File: config.mk
export PLATFORM = sky130hd
export DESIGN_NAME = blk_pattern_gen
export DESIGN_NICKNAME = d
export VERILOG_FILES = /design/src/rtl/bpg_pkg.sv /design/src/rtl/bpg_pattern_ram.sv /design/src/rtl/bpg_sequencer.sv /design/src/rtl/bpg_align.sv /design/src/rtl/blk_pattern_gen.sv
export SDC_FILE = /design/constraint.sdc
export NUM_CORES = 2
export LEC_CHECK = 0
export ABC_CLOCK_PERIOD_IN_PS = 4860
export BUFFER_PORTS_ARGS = -buffer_cell sky130_fd_sc_hd__clkbuf_2
export CORE_ASPECT_RATIO = 1.5
export CORE_MARGIN = 3
export CORE_UTILIZATION = 30
export DETAILED_ROUTE_END_ITERATION = 12
export GPL_TIMING_DRIVEN = 0
export SLEW_MARGIN = 20
export SYNTH_ARGS = -nofsm -noshare
export SYNTH_HDL_FRONTEND = slang
export SYNTH_SLANG_ARGS = --single-unit
File: constraint.sdc
create_clock -name clk -period 4.86 [get_ports clk]
set_clock_uncertainty 0.1 [all_clocks]
set_input_delay 0.486 -clock clk [delete_from_list [all_inputs] [get_ports clk]]
set_output_delay 0.486 -clock clk [all_outputs]
set_load 0.02 [all_outputs]
File: src/rtl/bpg_pkg.sv
package bpg_pkg;

  typedef enum logic [1:0] {
    ST_IDLE  = 2'd0,
    ST_BURST = 2'd1,
    ST_GAP   = 2'd2
  } seq_state_t;

  typedef struct packed {
    logic valid;
    logic sop;
    logic eop;
    logic sync;
  } bpg_flags_t;

endpackage

File: src/rtl/bpg_pattern_ram.sv
module bpg_pattern_ram #(
  parameter int DATA_W = 16,
  parameter int ADDR_W = 8
) (
  input  logic              clk,
  input  logic              wr_en,
  input  logic [ADDR_W-1:0] wr_addr,
  input  logic [DATA_W-1:0] wr_data,
  input  logic              rd_en,
  input  logic [ADDR_W-1:0] rd_addr,
  output logic [DATA_W-1:0] rd_data
);
  localparam int DEPTH = 1 << ADDR_W;

  logic [DATA_W-1:0] mem [DEPTH];

  always_ff @(posedge clk) begin
    if (wr_en) mem[wr_addr] <= wr_data;
  end

  always_ff @(posedge clk) begin
    if (rd_en) rd_data <= mem[rd_addr];
  end
endmodule

File: src/rtl/bpg_sequencer.sv
module bpg_sequencer
  import bpg_pkg::*;
#(
  parameter int ADDR_W = 8,
  parameter int LEN_W  = 16,
  parameter int SYNC_W = 16,
  parameter int BSN_W  = 32
) (
  input  logic              clk,
  input  logic              rst,
  input  logic              cfg_enable,
  input  logic              cfg_sync_en,
  input  logic [LEN_W-1:0]  cfg_blk_len,
  input  logic [LEN_W-1:0]  cfg_gap_len,
  input  logic [SYNC_W-1:0] cfg_blks_per_sync,
  input  logic [ADDR_W-1:0] cfg_lo_addr,
  input  logic [ADDR_W-1:0] cfg_hi_addr,
  input  logic [BSN_W-1:0]  cfg_bsn_init,
  output bpg_flags_t        iss_flags,
  output logic [ADDR_W-1:0] iss_addr,
  output logic [BSN_W-1:0]  iss_bsn
);
  seq_state_t        state_q, state_d;
  bpg_flags_t        flags_d;
  logic [ADDR_W-1:0] addr_d;
  logic [BSN_W-1:0]  bsn_d;
  logic [LEN_W-1:0]  samp_q, samp_d, gap_q, gap_d;
  logic [SYNC_W-1:0] idx_q, idx_d, cur_idx;
  logic              do_start, fresh, blk_done, gap_done;

  assign blk_done = samp_q >= cfg_blk_len;
  assign gap_done = gap_q >= cfg_gap_len;

  always_comb begin
    do_start = 1'b0;
    fresh    = 1'b0;
    state_d  = state_q;
    samp_d   = samp_q;
    gap_d    = gap_q;
    idx_d    = idx_q;
    addr_d   = iss_addr;
    bsn_d    = iss_bsn;
    flags_d  = '0;
    case (state_q)
      ST_IDLE: begin
        do_start = cfg_enable;
        fresh    = 1'b1;
      end
      ST_BURST: begin
        if (blk_done) begin
          if (cfg_gap_len == '0) begin
            do_start = cfg_enable;
            if (!cfg_enable) state_d = ST_IDLE;
          end else begin
            state_d = ST_GAP;
            gap_d   = LEN_W'(1);
          end
        end else begin
          flags_d.valid = 1'b1;
          flags_d.eop   = (samp_q + LEN_W'(1)) >= cfg_blk_len;
          samp_d        = samp_q + LEN_W'(1);
          addr_d        = (iss_addr == cfg_hi_addr) ? cfg_lo_addr : iss_addr + ADDR_W'(1);
        end
      end
      ST_GAP: begin
        if (gap_done) begin
          do_start = cfg_enable;
          if (!cfg_enable) state_d = ST_IDLE;
        end else begin
          gap_d = gap_q + LEN_W'(1);
        end
      end
      default: state_d = ST_IDLE;
    endcase

    cur_idx = fresh ? '0 : idx_q;
    if (do_start) begin
      state_d       = ST_BURST;
      flags_d.valid = 1'b1;
      flags_d.sop   = 1'b1;
      flags_d.eop   = cfg_blk_len <= LEN_W'(1);
      flags_d.sync  = cfg_sync_en && (cur_idx == '0);
      addr_d        = cfg_lo_addr;
      samp_d        = LEN_W'(1);
      bsn_d         = fresh ? cfg_bsn_init : iss_bsn + BSN_W'(1);
      idx_d         = ((cur_idx + SYNC_W'(1)) >= cfg_blks_per_sync) ? '0 : cur_idx + SYNC_W'(1);
    end
  end

  always_ff @(posedge clk) begin
    if (rst) begin
      state_q   <= ST_IDLE;
      iss_flags <= '0;
      iss_addr  <= '0;
      iss_bsn   <= '0;
      samp_q    <= '0;
      gap_q     <= '0;
      idx_q     <= '0;
    end else begin
      state_q   <= state_d;
      iss_flags <= flags_d;
      iss_addr  <= addr_d;
      iss_bsn   <= bsn_d;
      samp_q    <= samp_d;
      gap_q     <= gap_d;
      idx_q     <= idx_d;
    end
  end


  block_contiguous_chk: assert property (@(posedge clk) disable iff (rst)
    (iss_flags.valid && !iss_flags.sop) |-> ($past(iss_flags.valid) && !$past(iss_flags.eop)));


  addr_step_chk: assert property (@(posedge clk) disable iff (rst)
    (iss_flags.valid && !iss_flags.sop) |->
      ((iss_addr == ADDR_W'($past(iss_addr) + ADDR_W'(1))) || ($past(iss_addr) == $past(cfg_hi_addr))));


  sync_gated_chk: assert property (@(posedge clk) disable iff (rst)
    iss_flags.sync |-> $past(cfg_sync_en));


  bsn_hold_chk: assert property (@(posedge clk) disable iff (rst)
    (iss_flags.valid && !iss_flags.sop) |-> $stable(iss_bsn));
endmodule

File: src/rtl/bpg_align.sv
module bpg_align
  import bpg_pkg::*;
#(
  parameter int BSN_W = 32
) (
  input  logic             clk,
  input  logic             rst,
  input  bpg_flags_t       in_flags,
  input  logic [BSN_W-1:0] in_bsn,
  output bpg_flags_t       out_flags,
  output logic [BSN_W-1:0] out_bsn
);
  always_ff @(posedge clk) begin
    if (rst) begin
      out_flags <= '0;
      out_bsn   <= '0;
    end else begin
      out_flags <= in_flags;
      out_bsn   <= in_bsn;
    end
  end
endmodule

File: src/rtl/blk_pattern_gen.sv
module blk_pattern_gen
  import bpg_pkg::*;
#(
  parameter int DATA_W = 16,
  parameter int ADDR_W = 8,
  parameter int LEN_W  = 16,
  parameter int SYNC_W = 16,
  parameter int BSN_W  = 32
) (
  input  logic              clk,
  input  logic              rst,
  input  logic              cfg_enable,
  input  logic              cfg_sync_en,
  input  logic [LEN_W-1:0]  cfg_blk_len,
  input  logic [LEN_W-1:0]  cfg_gap_len,
  input  logic [SYNC_W-1:0] cfg_blks_per_sync,
  input  logic [ADDR_W-1:0] cfg_lo_addr,
  input  logic [ADDR_W-1:0] cfg_hi_addr,
  input  logic [BSN_W-1:0]  cfg_bsn_init,
  input  logic              wr_en,
  input  logic [ADDR_W-1:0] wr_addr,
  input  logic [DATA_W-1:0] wr_data,
  output logic [DATA_W-1:0] out_data,
  output logic              out_valid,
  output logic              out_sop,
  output logic              out_eop,
  output logic              out_sync,
  output logic [BSN_W-1:0]  out_bsn
);
  bpg_flags_t        iss_flags, o_flags;
  logic [ADDR_W-1:0] iss_addr;
  logic [BSN_W-1:0]  iss_bsn;

  bpg_sequencer #(
    .ADDR_W(ADDR_W), .LEN_W(LEN_W), .SYNC_W(SYNC_W), .BSN_W(BSN_W)
  ) u_seq (
    .clk              (clk),
    .rst              (rst),
    .cfg_enable       (cfg_enable),
    .cfg_sync_en      (cfg_sync_en),
    .cfg_blk_len      (cfg_blk_len),
    .cfg_gap_len      (cfg_gap_len),
    .cfg_blks_per_sync(cfg_blks_per_sync),
    .cfg_lo_addr      (cfg_lo_addr),
    .cfg_hi_addr      (cfg_hi_addr),
    .cfg_bsn_init     (cfg_bsn_init),
    .iss_flags        (iss_flags),
    .iss_addr         (iss_addr),
    .iss_bsn          (iss_bsn)
  );

  bpg_pattern_ram #(.DATA_W(DATA_W), .ADDR_W(ADDR_W)) u_ram (
    .clk    (clk),
    .wr_en  (wr_en),
    .wr_addr(wr_addr),
    .wr_data(wr_data),
    .rd_en  (iss_flags.valid),
    .rd_addr(iss_addr),
    .rd_data(out_data)
  );

  bpg_align #(.BSN_W(BSN_W)) u_align (
    .clk      (clk),
    .rst      (rst),
    .in_flags (iss_flags),
    .in_bsn   (iss_bsn),
    .out_flags(o_flags),
    .out_bsn  (out_bsn)
  );

  assign out_valid = o_flags.valid;
  assign out_sop   = o_flags.sop;
  assign out_eop   = o_flags.eop;
  assign out_sync  = o_flags.sync;


  sop_in_block_chk: assert property (@(posedge clk) disable iff (rst)
    out_sop |-> out_valid);


  eop_in_block_chk: assert property (@(posedge clk) disable iff (rst)
    out_eop |-> out_valid);


  sync_on_sop_chk: assert property (@(posedge clk) disable iff (rst)
    out_sync |-> out_sop);


  idle_after_reset_chk: assert property (@(posedge clk) disable iff (rst)
    (out_valid && !out_sop) |-> $past(out_valid));
endmodule

==> summary.md <==
| Metric | Value |
|---|---|
| Status | `finished, violations left` |
| Failing checks | `setup timing` |
| Initial antenna violation count | `111` |
| RR Startpoint | `u_seq.iss_addr[1]$_SDFFE_PP0P_` |
| Hold_sp | `wr_data[13]` |
| Clk_lat worst skew | `roughly 1000 ps` |
| Cell mode on critical path | `buf_8` |
| Final setup vio count | `16` |
| TritonCTS Sinks | `4242` |
| CP bufs+invs | `5` |
| First-pass GRT wire length | `around 1000000 um` |
| Yosys reg bits | `roughly 4200` |
| Post-route ant nets | `0` |
| Worst slack, placed | `-2620 ps` |
| Wirelength per Cell | `approximately 50 um` |
| Met3 Routed Length | `96200 um` |
| Die height | `just over 900 um` |
| Max Used Layer | `met5` |
| Post-synth cell types | `76` |
| Root Buffer | `clkbuf_16` |
| Post-route cell area | `approximately 200000 sq um` |
| Power Density | `around 420 nW/um^2` |
| Chip width | `611 um` |
| Area Overhead vs Synth | `21.2%` |
| Largest net degree at the start of global routing | `~130` |
| Tcrit/Tclk final | `1.09` |
| Ys flop type | `edfxtp_1` |
| Nets@finish | `8836` |
| TritonCTS buffer count | `379` |
| Clk slew on worst S/H paths | `70 ps` |
| Total power | `around 84 mW` |
| CP max stage delay | `around 730 ps` |
| Worst r2r path cells | `10` |
| Share of flip-flops with an asynchronous set or reset | `0` |
| CP Class | `register to register` |
| Total gr overflow | `0` |
| CP cell instances | `buf_8, buf_12, buf_8, clkbuf_4, buf_16, mux4_2, mux2i_1, o211ai_1, o32ai_4, o221ai_2` |
| CP endpoint kind | `register` |
| Max_slew headroom | `0.121` |
| FP Rows | `around 330` |
| First-pass detailed-route iteration total | `7` |
| Final slew viol count | `0` |
| Sequential share of the synthesized area | `0.766` |
| Min-Delay Path Class | `input port to register` |
| Starting density of the core | `0.302` |
| Syn nets | `7863` |
| Cell Area, Placed | `185000 sq um` |
| Worst EP required | `5450 ps` |
| Top delay family on crit path | `buffers and inverters` |
| H-tree levels | `5` |
| Hold path endpoint | `u_ram.mem[105][13]$_DFFE_PP_` |
| Top Ports | `roughly 180` |
| Synthesized instance count | `about 7700` |
| DRT met1 WL | `between 200000 and 250000 um` |
| Residual DRC | `0` |
| WP data arrival | `a little under 6000 ps` |
| DIE AREA | `~560000 sq um` |
| Min Hold Slack | `~17 ps` |
| Leakage power total | `60.9 nW` |
| Wire length on met2 | `372000 um` |
| Hold Path Cell Cnt | `1` |
| CTS tree | `done` |
| # Max-Cap Violations | `0` |
| PortBufs | `roughly 170` |
| Final HPWL DP | `just under 600000 um` |
| Core Area | `546000 sq um` |
| Mean post-synth cell area | `roughly 21 sq um` |
| Max clock buf depth | `4` |
| Reg2Reg Setup Slack | `-420 ps` |
| Via density per instance | `roughly 6.2` |
| Synth warn | `0` |
| Number of global-route vias before repair | `93300` |
| RR Endpoint | `u_ram.rd_data[2]$_DFFE_PP_` |
| Number of fill cells | `49600` |
| Startpoint Class | `register` |
| Routed WL | `approximately 820000 um` |
| Iteration-0 DRC Markers | `around 19000` |
| Layout cells sized above 1 | `0.329` |
| Tot GR Track Use | `0.288` |
| RSZ-0062 raised after global routing | `yes` |
| Worst-margin pin slew | `around 1300 ps` |
| Final GP Congestion | `1.07` |
| Final Hold Fails | `0` |
| Mapped cell area | `between 150000 and 200000 sq um` |
| Final setup margin | `-417 ps` |
| Peak supply drop | `roughly 0.33 mV` |
| Post-synth EDFFs | `just over 4000` |
| Crit-path slowest cell | `o32ai_4` |
| Max FO, Critical Path | `12` |
| Util after Layout | `0.366` |
| Final min period | `approximately 5300 ps` |
| Fmax | `~190 MHz` |
| Via Count | `roughly 100k` |
[report_power, final]
group / switching, mW / internal, mW / total (mW)
Combinational: 9.14 / 3.60 / 12.7
Sequential: 0.0935 / 40.2 / 40.3
Clock: 14.3 / 16.2 / 30.5
[logic make-up after synthesis]
family,synth area share
muxes,0.145
AOI/OAI and AO/OA,0.0413
buffers and inverters,0.0182
and+or+nand+nor,0.0218
DFF,0.766
xor gates and xnor gates,0.00261
adders and majority gates,0.00562
[worst max-delay path by stage]
stage                                               from                           to  slack [ps]  cells after the start
after detailed placement  u_seq.iss_addr[1]$_SDFFE_PP0P_   u_ram.rd_data[1]$_DFFE_PP_       -2620                     10
after floorplan            u_seq.state_q[1]$_SDFFE_PP0P_  u_seq.idx_q[0]$_SDFFE_PP0P_         430                     20
after global placement    u_seq.iss_addr[1]$_SDFFE_PP0P_  u_ram.rd_data[13]$_DFFE_PP_       -4690                      9
after global routing       u_seq.state_q[0]$_SDFFE_PP0P_  u_seq.idx_q[2]$_SDFFE_PP0P_          -9                     20
final                     u_seq.iss_addr[1]$_SDFFE_PP0P_   u_ram.rd_data[2]$_DFFE_PP_        -420                     10
after CTS                 u_seq.iss_addr[0]$_SDFFE_PP0P_   u_ram.rd_data[0]$_DFFE_PP_         -20                     10
[metal layers]
layer	vias to the layer above	GRT usage
met3	2892	0.0940
met4	18	0.310
met1	53000	0.299
met2	9645	0.441
li1	34700	-
met5	-	0.000605
[registers in the layout, indices dropped and copies added, names as in the netlist]
signal / flops
u_seq.gap_q: 16
u_align.out_flags: 4
u_seq.iss_addr: 8
u_seq.iss_flags: 4
u_ram.mem: 4096
u_seq.iss_bsn: 32
u_seq.idx_q: 16
u_align.out_bsn: 32
u_ram.rd_data: 16
u_seq.samp_q: 16
u_seq.state_q: 2
[worst reg2reg max path: cells and delay by family (launching register included)]
family,cells,cell delay (ps)
AOI/OAI and AO/OA,3,1690
buffers and inverters,5,1940
muxes,2,750
DFF,1,470
[cell type report]
cell class | instances | area [sq um] | share of cell area
clock inverter | 211 | 2050 | 0.0103
tap | 7181 | 8980 | 0.0450
antenna | 117 | 293 | 0.00147
buffer | 459 | 3910 | 0.0196
multi-input combinational | 2881 | 38700 | 0.194
clock buffer | 464 | 9920 | 0.0497
sequential | 4242 | 126000 | 0.632
timing repair buffer | 598 | 9370 | 0.0469
inverter | 76 | 293 | 0.00147
[metrics by stage]
step / instances / TNS, ps
2_1_floorplan: 7664 / 0
3_3_place_gp: 15000 / -6738860
3_5_place_dp: 15400 / -76710
4_1_cts: 16100 / -21.9
5_1_grt: 16100 / -16.9
6_report: 16200 / -3860
[cell usage in the layout, fill, tap and decap left out, drive strengths merged, types with 9 or more instances in the layout]
cell         synthesis  layout
o211ai              18      18
clkinv               1     154
a22o               154     154
buf                255     607
edfxtp            4112    4112
diode                0     117
mux2i               45      45
nand2b               9       9
a31oi               28      28
xor2                36      36
or3                 12      12
ha                  74      74
clkbuf             210     849
nand3               73      73
nor2b               58      58
a221oi             145     145
o31ai               23      23
inv                 75      85
a211oi              33      33
dlygate4sd3          0      64
a21oi              119     119
nor4                26      26
nor3                48      48
o22ai               70      70
a22oi              162     162
a21o                12      12
o41ai                9       9
xnor2               13      13
mux4              1039    1039
and2                14      14
and3                17      17
nand2              110     110
dfxtp              130     130
o21ai               74      74
nand4               42      42
bufinv               0      31
nor2               321     321
clkinvlp             0      17
[cell usage after synthesis (7+ instances only)]
cell type	count	area, sq um
edfxtp_1	4112	123000
mux4_2	1039	23400
nor2_1	321	1200
clkbuf_1	209	785
a22oi_1	162	1220
a22o_1	154	1350
a221oi_1	138	1210
dfxtp_1	130	2600
a21oi_1	118	591
nand2_1	110	413
buf_2	107	536
inv_1	75	282
ha_1	74	926
nand3_1	72	360
o22ai_1	70	438
o21ai_0	67	335
buf_6	62	698
nor2b_1	58	363
nor3_1	48	240
mux2i_1	45	450
nand4_1	42	263
buf_4	38	285
xor2_1	36	315
a211oi_1	33	248
buf_1	32	120
a31oi_1	28	175
nor4_1	25	156
o31ai_1	23	173
o211ai_1	18	135
and3_1	17	106
and2_1	13	81.3
xnor2_1	13	114
a21o_1	12	90.1
or3_1	12	75.1
buf_12	10	200
nand2b_1	9	56.3
o221ai_1	8	70.1
o32ai_1	8	70.1
or4_1	8	60.1
a221oi_2	7	105
a32o_1	7	70.1
o21ai_1	7	35.0
[what timing repair did]
action                                  4_1_cts  5_1_grt
gates resized for setup                     405       67
pin swaps                                    17        9
hold endpoints to repair                    472        0
hold buffers                                 64        0
setup buffers                                 6        5
endpoints found under the setup margin       32       29
Power figures use the tool's default switching activity.
